--- config.mk ---
export PLATFORM = sky130hd
export DESIGN_NAME = tif_unit
export DESIGN_NICKNAME = d
export VERILOG_FILES = /design/src/rtl/tif_pkg.sv /design/src/rtl/tif_ovf_select.sv /design/src/rtl/tif_flag_cell.sv /design/src/rtl/tif_irq_gate.sv /design/src/rtl/tif_unit.sv
export SDC_FILE = /design/constraint.sdc
export NUM_CORES = 1
export LEC_CHECK = 0
export BUFFER_PORTS_ARGS = -buffer_cell sky130_fd_sc_hd__buf_2
export CAP_MARGIN = 20
export CELL_PAD_IN_SITES_DETAIL_PLACEMENT = 0
export CELL_PAD_IN_SITES_GLOBAL_PLACEMENT = 1
export CORE_AREA = 2 2 44 46
export DETAILED_ROUTE_END_ITERATION = 8
export DIE_AREA = 0 0 46 48
export GPL_TIMING_DRIVEN = 0
export HOLD_SLACK_MARGIN = 0.05
export PLACE_DENSITY_LB_ADDON = 0.1
export SYNTH_ARGS = -nofsm -noshare
export SYNTH_HDL_FRONTEND = slang
export SYNTH_SLANG_ARGS = --single-unit
export TNS_END_PERCENT = 50
--- constraint.sdc ---
create_clock -name clk -period 0.8 [get_ports clk]
set_input_delay 0.04 -clock clk [delete_from_list [all_inputs] [get_ports clk]]
set_output_delay 0.04 -clock clk [all_outputs]
set_load 0.03 [all_outputs]
--- src/rtl/tif_pkg.sv ---
package tif_pkg;
   localparam int unsigned NSRC    = 2;
   localparam int unsigned SRC_OVF = 0;
   localparam int unsigned SRC_CMP = 1;

   typedef enum logic {
      REG_ENABLE = 1'b0,
      REG_FLAG   = 1'b1
   } reg_sel_e;

   typedef struct packed {
      logic cmp;
      logic ovf;
   } src_vec_t;
endpackage

--- src/rtl/tif_ovf_select.sv ---
module tif_ovf_select #(
   parameter bit HAS_PHASE = 1'b1
) (
   input  logic phase_mode,
   input  logic ev_wrap,
   input  logic ev_bottom,
   output logic ovf_evt
);
   generate
      if (HAS_PHASE) begin : g_phase
         always_comb ovf_evt = phase_mode ? ev_bottom : ev_wrap;
      end else begin : g_normal
         logic unused_sig;
         always_comb unused_sig = phase_mode ^ ev_bottom;
         always_comb ovf_evt = ev_wrap;
      end
   endgenerate
endmodule

--- src/rtl/tif_flag_cell.sv ---
module tif_flag_cell (
   input  logic clk,
   input  logic rst_n,
   input  logic set_i,
   input  logic clr_i,
   output logic q
);
   always_ff @(posedge clk) begin
      if (!rst_n)      q <= 1'b0;
      else if (set_i)  q <= 1'b1;
      else if (clr_i)  q <= 1'b0;
   end
endmodule

--- src/rtl/tif_irq_gate.sv ---
module tif_irq_gate #(
   parameter int unsigned N = 2
) (
   input  logic         clk,
   input  logic         rst_n,
   input  logic         gie,
   input  logic [N-1:0] en,
   input  logic [N-1:0] flag,
   output logic [N-1:0] irq
);
   logic [N-1:0] irq_d;
   always_comb irq_d = gie ? (en & flag) : '0;
   always_ff @(posedge clk) begin
      if (!rst_n) irq <= '0;
      else        irq <= irq_d;
   end
endmodule

--- src/rtl/tif_unit.sv ---
module tif_unit
   import tif_pkg::*;
#(
   parameter int unsigned DATA_W    = 8,
   parameter bit          HAS_PHASE = 1'b1
) (
   input  logic              clk,
   input  logic              rst_n,
   input  logic              gie,
   input  logic              phase_mode,
   input  logic              ev_match,
   input  logic              ev_wrap,
   input  logic              ev_bottom,
   input  logic              ack_match,
   input  logic              ack_ovf,
   input  logic              bus_addr,
   input  logic              bus_wr,
   input  logic              bus_rd,
   input  logic [DATA_W-1:0] bus_wdata,
   output logic [DATA_W-1:0] bus_rdata,
   output logic              irq_match,
   output logic              irq_ovf
);
   localparam int unsigned PAD_W = DATA_W - NSRC;

   initial begin
      if (DATA_W < NSRC)
         $error("tif_unit: DATA_W must hold all %0d source bits", NSRC);
      if (DATA_W > 32)
         $error("tif_unit: DATA_W above 32 is not supported");
   end

   logic [NSRC-1:0] en_q;
   logic [NSRC-1:0] flag_q;
   logic [NSRC-1:0] set_v;
   logic [NSRC-1:0] ack_v;
   logic [NSRC-1:0] wclr_v;
   logic [NSRC-1:0] irq_v;
   logic            ovf_evt;
   logic            wr_en;
   logic            wr_flag;
   logic            unused_wdata;

   tif_ovf_select #(.HAS_PHASE(HAS_PHASE)) u_ovf_sel (
      .phase_mode (phase_mode),
      .ev_wrap    (ev_wrap),
      .ev_bottom  (ev_bottom),
      .ovf_evt    (ovf_evt)
   );

   always_comb begin
      wr_en   = bus_wr && (reg_sel_e'(bus_addr) == REG_ENABLE);
      wr_flag = bus_wr && (reg_sel_e'(bus_addr) == REG_FLAG);
      set_v          = '0;
      ack_v          = '0;
      set_v[SRC_CMP] = ev_match;
      set_v[SRC_OVF] = ovf_evt;
      ack_v[SRC_CMP] = ack_match;
      ack_v[SRC_OVF] = ack_ovf;
      wclr_v         = wr_flag ? bus_wdata[NSRC-1:0] : '0;
      unused_wdata   = ^bus_wdata[DATA_W-1:NSRC];
   end

   // enable bits: plain storage, reserved positions dropped
   always_ff @(posedge clk) begin
      if (!rst_n)     en_q <= '0;
      else if (wr_en) en_q <= bus_wdata[NSRC-1:0];
   end

   genvar gi;
   generate
      for (gi = 0; gi < NSRC; gi++) begin : g_src
         tif_flag_cell u_cell (
            .clk   (clk),
            .rst_n (rst_n),
            .set_i (set_v[gi]),
            .clr_i (wclr_v[gi] | ack_v[gi]),
            .q     (flag_q[gi])
         );
      end
   endgenerate

   tif_irq_gate #(.N(NSRC)) u_irq (
      .clk   (clk),
      .rst_n (rst_n),
      .gie   (gie),
      .en    (en_q),
      .flag  (flag_q),
      .irq   (irq_v)
   );

   always_comb begin
      irq_match = irq_v[SRC_CMP];
      irq_ovf   = irq_v[SRC_OVF];
      bus_rdata = '0;
      if (bus_rd) begin
         if (reg_sel_e'(bus_addr) == REG_ENABLE)
            bus_rdata = {{PAD_W{1'b0}}, en_q};
         else
            bus_rdata = {{PAD_W{1'b0}}, flag_q};
      end
   end
endmodule

==> flow_summary_export.csv, run 1 <==
group,metric,value,unit
timing,period_share,121,%
clock_tree,cts_inserted_buffers,3,
global_routing,grt_pass1_wl,1050,um
synthesis,synth_area_leader_cell,"dfxtp_1",
drt,drc_errors,0,
worst_setup_path,critical_path_arrival,930,ps
worst_setup_path,critical_path.startpoint_type,"register",
synthesis,post-synth-top-area-fraction,38.7,%
job,maxCapViolations,0,
timing,slew_violations,0,
die,io_pins,30,
power_and_ir_drop,totalPowerFinal,783,uW
synthesis,synth.yosys.seq_area_share,38.7,%
worst_setup_path,endpoint_kind,"primary output",
worst_setup_path,critPathRequiredTime,760,ps
power_and_ir_drop,p_int,575,uW
cells_and_area,synthesis_to_layout_area_growth,62.9,%
timing,finalSetupTns,-378,ps
drt,viasPerCell,3.83,
synthesis,syn-cell-area,310,um^2
global_routing,grt_max_degree,7,
power_and_ir_drop,pwr-share-comb,23.2,%
power_and_ir_drop,power-per-cell-area,1550,nW/um^2
drt,ant_nets,0,
die,core,1690,um^2
placement,detailedPlacementHpwl,558,um
placement,number_of_buffers_inserted_by_port_buffering,17,
power_and_ir_drop,p_clk_share,35.2,%
timing,setup_slack,-165,ps
timing,hold_viol,0,
global_routing,globalRouteTotalUtil,7.61,%
cells_and_area,drive_gt1_share,59.3,%
die,row_count,15,
drt,drtIter0Drc,1,
clock_tree,clk_path_buf_depth,2,
synthesis,synth_cell_type_count,13,
cells_and_area,multi_input_area,166,um^2
synthesis,post_synth_main_area_contributors,"dfxtp_1, mux2i_1, buf_4, nor2b_1, and4_1",
placement,gpl.final_weighted_congestion,0.581,
cells_and_area,area_taken_by_flip_flops_and_latches,125,um^2
die,die_height,48,um
clock_tree,numClockSinks,6,
power_and_ir_drop,seqPwrFrac,41.5,%
timing,fin_worst_skew,0.0770,ps
power_and_ir_drop,worst_ir_drop_vdd,0.609,mV
cells_and_area,final_core_utilization,29.9,%
clock_tree,clock_tree.htree_level_count,1,
die,floorplan_die_width,46,um
clock_tree,insertion_delay,240,ps
global_routing,first_global_vias,253,
global_routing,antenna_found_initial,0,
timing,setup_repair_after_global_routing_missed_its_margin,"yes",
worst_setup_path,reg2reg_setup_slack,-50,ps
worst_setup_path,criticalPathCategory,"reg2out",
global_routing,grt-ovfl-total,0,
synthesis,post_synth_inst_count,31,
placement,post-place-ws,3.40,ps
cells_and_area,antenna_cells,0,
cells_and_area,finalNetCount,81,
synthesis,post_synth.cell_area_avg,10.0,um^2
power_and_ir_drop,fraction_of_power_spent_switching_nets,26.5,%
outcome,run_status,"finished, violations left",
outcome,failed_checks,"negative setup slack",
timing,min_period,965,ps
drt,route.detailed.wl_per_inst,9.43,um
power_and_ir_drop,leakage_power,0.000255,uW
clock_tree,cts_root_buf,"clkbuf_4",
clock_tree,clk_pin_slew,40,ps
die,start_util,18.4,%
worst_hold_path,min_path_type,"in2reg",
synthesis,ys_ff_latch,6,
drt,via_count,291,
timing,setup_viol,3,
timing,max_freq,1040,MHz
power_and_ir_drop,switching_power,208,uW
drt,drt_wl_total,717,um
clock_tree,clock_tree_from_tritoncts,"yes",
worst_setup_path,critical_path_peak_fanout,3,
cells_and_area,nFillCells,195,
drt,drt_pre_antenna_iters,2,
die,die_area,2210,um^2
synthesis,ys.warnings.count,0,
-- through the flow --
step	area [um^2]	hold slack (ps)	cells
after floorplan	332	158	36
after global placement	438	253	70
after detailed placement	438	254	70
after CTS	499	60.9	76
after global routing	505	66.3	76
final	505	55.5	76
-- power by group through the flow --
| stage | registers [uW] | logic (uW) | clock network (uW) |
|---|---|---|---|
| floorplan | 326 | 107 | 0 |
| global placement | 329 | 159 | 0 |
| detailed placement | 328 | 158 | 0 |
| CTS | 324 | 180 | 290 |
| global route | 327 | 196 | 297 |
| finish | 325 | 182 | 276 |
-- cells in the mapped netlist --
cell      count
a311oi_1      1
conb_1        1
inv_1         1
nand3b_1      1
o21a_1        1
buf_4         6
a21boi_0      1
dfxtp_1       6
nor2b_1       4
mux2i_1       5
and4_1        2
nand3_1       1
nor2b_2       1
-- final timing paths --
path | endpoint | depth (start not counted) | start
hold / removal | g_src[0].u_cell.q | 3 | ack_ovf
hold reg to reg | u_irq.irq[0] | 1 | en_q[0]
setup / recovery | bus_rdata[0] | 3 | en_q[0]
setup reg to reg | g_src[1].u_cell.q | 4 | g_src[1].u_cell.q
-- layout make-up --
type | instances | share of cell area [%]
buffer | 6 | 8.91
clock buffer | 3 | 4.46
inverter | 1 | 0.743
multi-input combinational | 23 | 32.9
sequential | 6 | 24.8
tap | 17 | 4.21
timing repair buffer | 20 | 24.0
-- worst max-delay path, cell delays in order (launching register included) --
cell,delay [ps]
dfxtp_2,320
mux2i_2,160
nor2b_2,60
buf_6,130
-- metal layers --
metal  vias to the layer above  part of all wire, %  global-route usage, %  wire length [um]
met1                       120                   41                   7.59               292
met4                         0                    0                   3.43                 0
li1                        153                    -                      -                 -
met3                         0                   15                   6.79               110
met5                         -                    0                      0                 0
met2                        18                   44                   11.1               315
-- layout by cell type, fill, tap and decap left out, drive strengths merged, types with 2 or more instances in the layout --
| cell | instances |
|---|---|
| buf | 24 |
| conb | 6 |
| dfxtp | 6 |
| mux2i | 5 |
| nor2b | 5 |
| clkbuf | 4 |
| and4 | 2 |
-- flip-flops by register name (all words and copies together) (netlist names) --
signal,flops
en_q,2
g_src.u_cell.q,2
u_irq.irq,2
-- timing repair --
item | 4_1_cts | 5_1_grt
resized for setup | 7 | 3
setup buffers | 2 | 0
hold buffers | 1 | 0
endpoints found under the setup margin | 3 | 5
hold endpoints to repair | 1 | 0
-- cell families (layout without fill, tap and decap cells) --
logic type / count (synthesis) / count (layout) / synth area share, %
AND/OR/NAND/NOR: 9 / 9 / 20.6
buffers and inverters: 7 / 30 / 15.7
other: 1 / 6 / 1.21
multiplexers: 5 / 5 / 16.1
flip-flops: 6 / 6 / 38.7
AO/OA/AOI/OAI: 3 / 3 / 7.66
Note: power is estimated with default switching activity, not from simulation.
==> inputs of run 2 (changes only) <==
Settings changed: CELL_PAD_IN_SITES_GLOBAL_PLACEMENT 1 to 2, CORE_AREA 2 2 44 46 to 2 2 51 53, DIE_AREA 0 0 46 48 to 0 0 53 55.
==> run 2 against run 1 <==
Combinational power is 3% lower. Final area rose by 2.2%. Worst hold slack improved by 7.3 ps. Critical path depth unchanged. Clock power grew 2%. Maximum frequency decreased by 1.2%. Register-to-register slack better by 100 ps. Utilization decreased by 8.1 points. Flip-flop and latch count unchanged. Via count rose by 2.1%. The run still ends with negative setup slack left. Sequential power about the same.
==> flow_summary_export.csv, run 2 (synthesis gave the netlist of run 1 again) <==
group,metric,value,unit
cells_and_area,design_area,517,um^2
cells_and_area,layout_commonest_cell,"buf_2",
worst_setup_path,criticalPathCategory,"reg2out",
placement,detailedPlacementHpwl,619,um
global_routing,grt_pass1_wl,1060,um
timing,fin_worst_skew,0.0556,ps
placement,number_of_buffers_inserted_by_port_buffering,17,
timing,min_period,977,ps
clock_tree,cts_root_buf,"clkbuf_4",
timing,setup_repair_after_global_routing_missed_its_margin,"yes",
power_and_ir_drop,leakage_power,0.000253,uW
timing,setup_viol,2,
timing,max_freq,1020,MHz
cells_and_area,synthesis_to_layout_area_growth,66.5,%
die,start_util,13.1,%
worst_hold_path,worstHoldStart,"ack_ovf",
global_routing,grt_max_degree,7,
worst_setup_path,critical_path_peak_fanout,2,
job,maxCapViolations,0,
timing,setup_slack,-177,ps
power_and_ir_drop,totalPowerFinal,783,uW
drt,route.detailed.wl_per_inst,8.63,um
clock_tree,clk_pin_slew,50,ps
placement,placedInstanceArea,454,um^2
power_and_ir_drop,fraction_of_power_spent_switching_nets,27.1,%
cells_and_area,antenna_cells,0,
outcome,failed_checks,"negative setup slack",
clock_tree,insertion_delay,240,ps
worst_setup_path,reg2reg_setup_slack,50,ps
cells_and_area,largest_registers,"en_q x2, g_src.u_cell.q x2, u_irq.irq x2",
worst_hold_path,worstHoldPathCells,3,
clock_tree,clock_tree.htree_level_count,1,
worst_setup_path,r2r_end,"g_src[1].u_cell.q",
worst_setup_path,endpoint_kind,"primary output",
global_routing,first_global_vias,258,
clock_tree,numClockSinks,6,
cells_and_area,finalNetCount,80,
power_and_ir_drop,p_clk_share,35.9,%
power_and_ir_drop,seqPwrFrac,41.4,%
die,row_count,18,
worst_setup_path,critical_path_arrival,940,ps
power_and_ir_drop,worst_ir_drop_vdd,0.706,mV
cells_and_area,most_frequent_cells_in_the_layout,"buf_2, buf_4, conb_1",
worst_hold_path,timing.hold.worst_endpoint,"g_src[0].u_cell.q",
placement,gpl.final_weighted_congestion,0.585,
timing,slew_violations,0,
global_routing,antenna_found_initial,0,
clock_tree,clk_path_buf_depth,2,
drt,viasPerCell,3.38,
drt,ant_nets,0,
worst_setup_path,critical_path.startpoint_type,"register",
die,die_area,2920,um^2
power_and_ir_drop,pwr-share-comb,22.7,%
worst_hold_path,min_path_type,"in2reg",
drt,drt_pre_antenna_iters,2,
cells_and_area,nFillCells,280,
timing,period_share,122,%
worst_setup_path,regToRegStartpoint,"g_src[1].u_cell.q",
timing,hold_viol,0,
outcome,run_status,"finished, violations left",
power_and_ir_drop,switching_power,212,uW
die,floorplan_die_width,53,um
worst_setup_path,critPathRequiredTime,760,ps
drt,drtIter0Drc,2,
die,io_pins,30,
clock_tree,cts_inserted_buffers,3,
power_and_ir_drop,p_int,570,uW
worst_setup_path,worstRegToRegCells,3,
global_routing,grt-ovfl-total,0,
cells_and_area,drive_gt1_share,58.6,%
global_routing,globalRouteTotalUtil,5.77,%
drt,via_count,297,
timing,hold-worst-slack,62.8,ps
power_and_ir_drop,power-per-cell-area,1510,nW/um^2
clock_tree,clock_tree_from_tritoncts,"yes",
die,core,2360,um^2
drt,drc_errors,0,
drt,drt_wl_total,759,um
die,die_height,55,um
run 2: cell types whose count changed in the layout (fill, tap and decap cells not counted):
cell,previous run,this run
a21boi_0,0,1
a21boi_1,1,0
a311oi_1,1,0
a311oi_2,0,1
clkbuf_4,4,3
mux2i_1,4,5
mux2i_2,1,0
run 2: timing repair:
| action | CTS | global route |
|---|---|---|
| hold buffers | 1 | 0 |
| setup endpoints to repair | 3 | 4 |
| resized for setup | 6 | 4 |
| buffers inserted | 1 | 0 |
| endpoints found under the hold margin | 1 | 0 |
run 2: how the worst max path moves through the flow:
| stage | from | to | slack (ps) | depth (start not counted) |
|---|---|---|---|---|
| 4_1_cts | g_src[0].u_cell.q | bus_rdata[0] | -190 | 3 |
| 2_1_floorplan | g_src[1].u_cell.q | bus_rdata[1] | -60 | 2 |
| 5_1_grt | g_src[1].u_cell.q | bus_rdata[1] | -260 | 3 |
| 3_3_place_gp | g_src[1].u_cell.q | g_src[1].u_cell.q | -20 | 3 |
| 6_report | g_src[0].u_cell.q | bus_rdata[0] | -180 | 3 |
| 3_5_place_dp | g_src[1].u_cell.q | g_src[1].u_cell.q | -10 | 3 |
run 2: area by class of cell:
type                            instances  area, um^2  share of cell area, %
Inverter                                1        3.75                  0.726
Clock buffer                            3        22.5                   4.36
Buffer                                  6        45.0                   8.72
Timing Repair Buffer                   19         114                   22.0
Multi-Input combinational cell         23         169                   32.7
Sequential cell                         6         125                   24.2
Tap cell                               30        37.5                   7.26
run 2: per-layer routing:
metal	vias up	share of wire (%)	track usage, %
li1	151	-	-
met3	0	13	5.65
met4	0	0	1.28
met5	-	0	0
met2	14	44	9.17
met1	132	43	5.35
run 2: power by group through the flow:
stage / clock, uW / sequential (uW) / combinational, uW
global route: 321 / 325 / 193
CTS: 292 / 324 / 176
floorplan: 0 / 326 / 107
detailed placement: 0 / 328 / 160
global placement: 0 / 329 / 161
finish: 281 / 324 / 177
run 2: metrics by stage:
stage	setup TNS, ps	setup slack, ps	util (%)	std cells
2_1_floorplan	-64.7	-64.7	-	36
3_3_place_gp	-22.9	-22.9	19.2	83
3_5_place_dp	-11.6	-11.6	19.2	83
4_1_cts	-368	-188	21.4	88
5_1_grt	-479	-261	21.9	88
6_report	-331	-177	21.9	88
run 2: critical path, cell delays in order, from the launching register on:
cell and delay [ps]:
dfxtp_2 320, mux2i_1 170, nor2b_2 60, buf_6 130
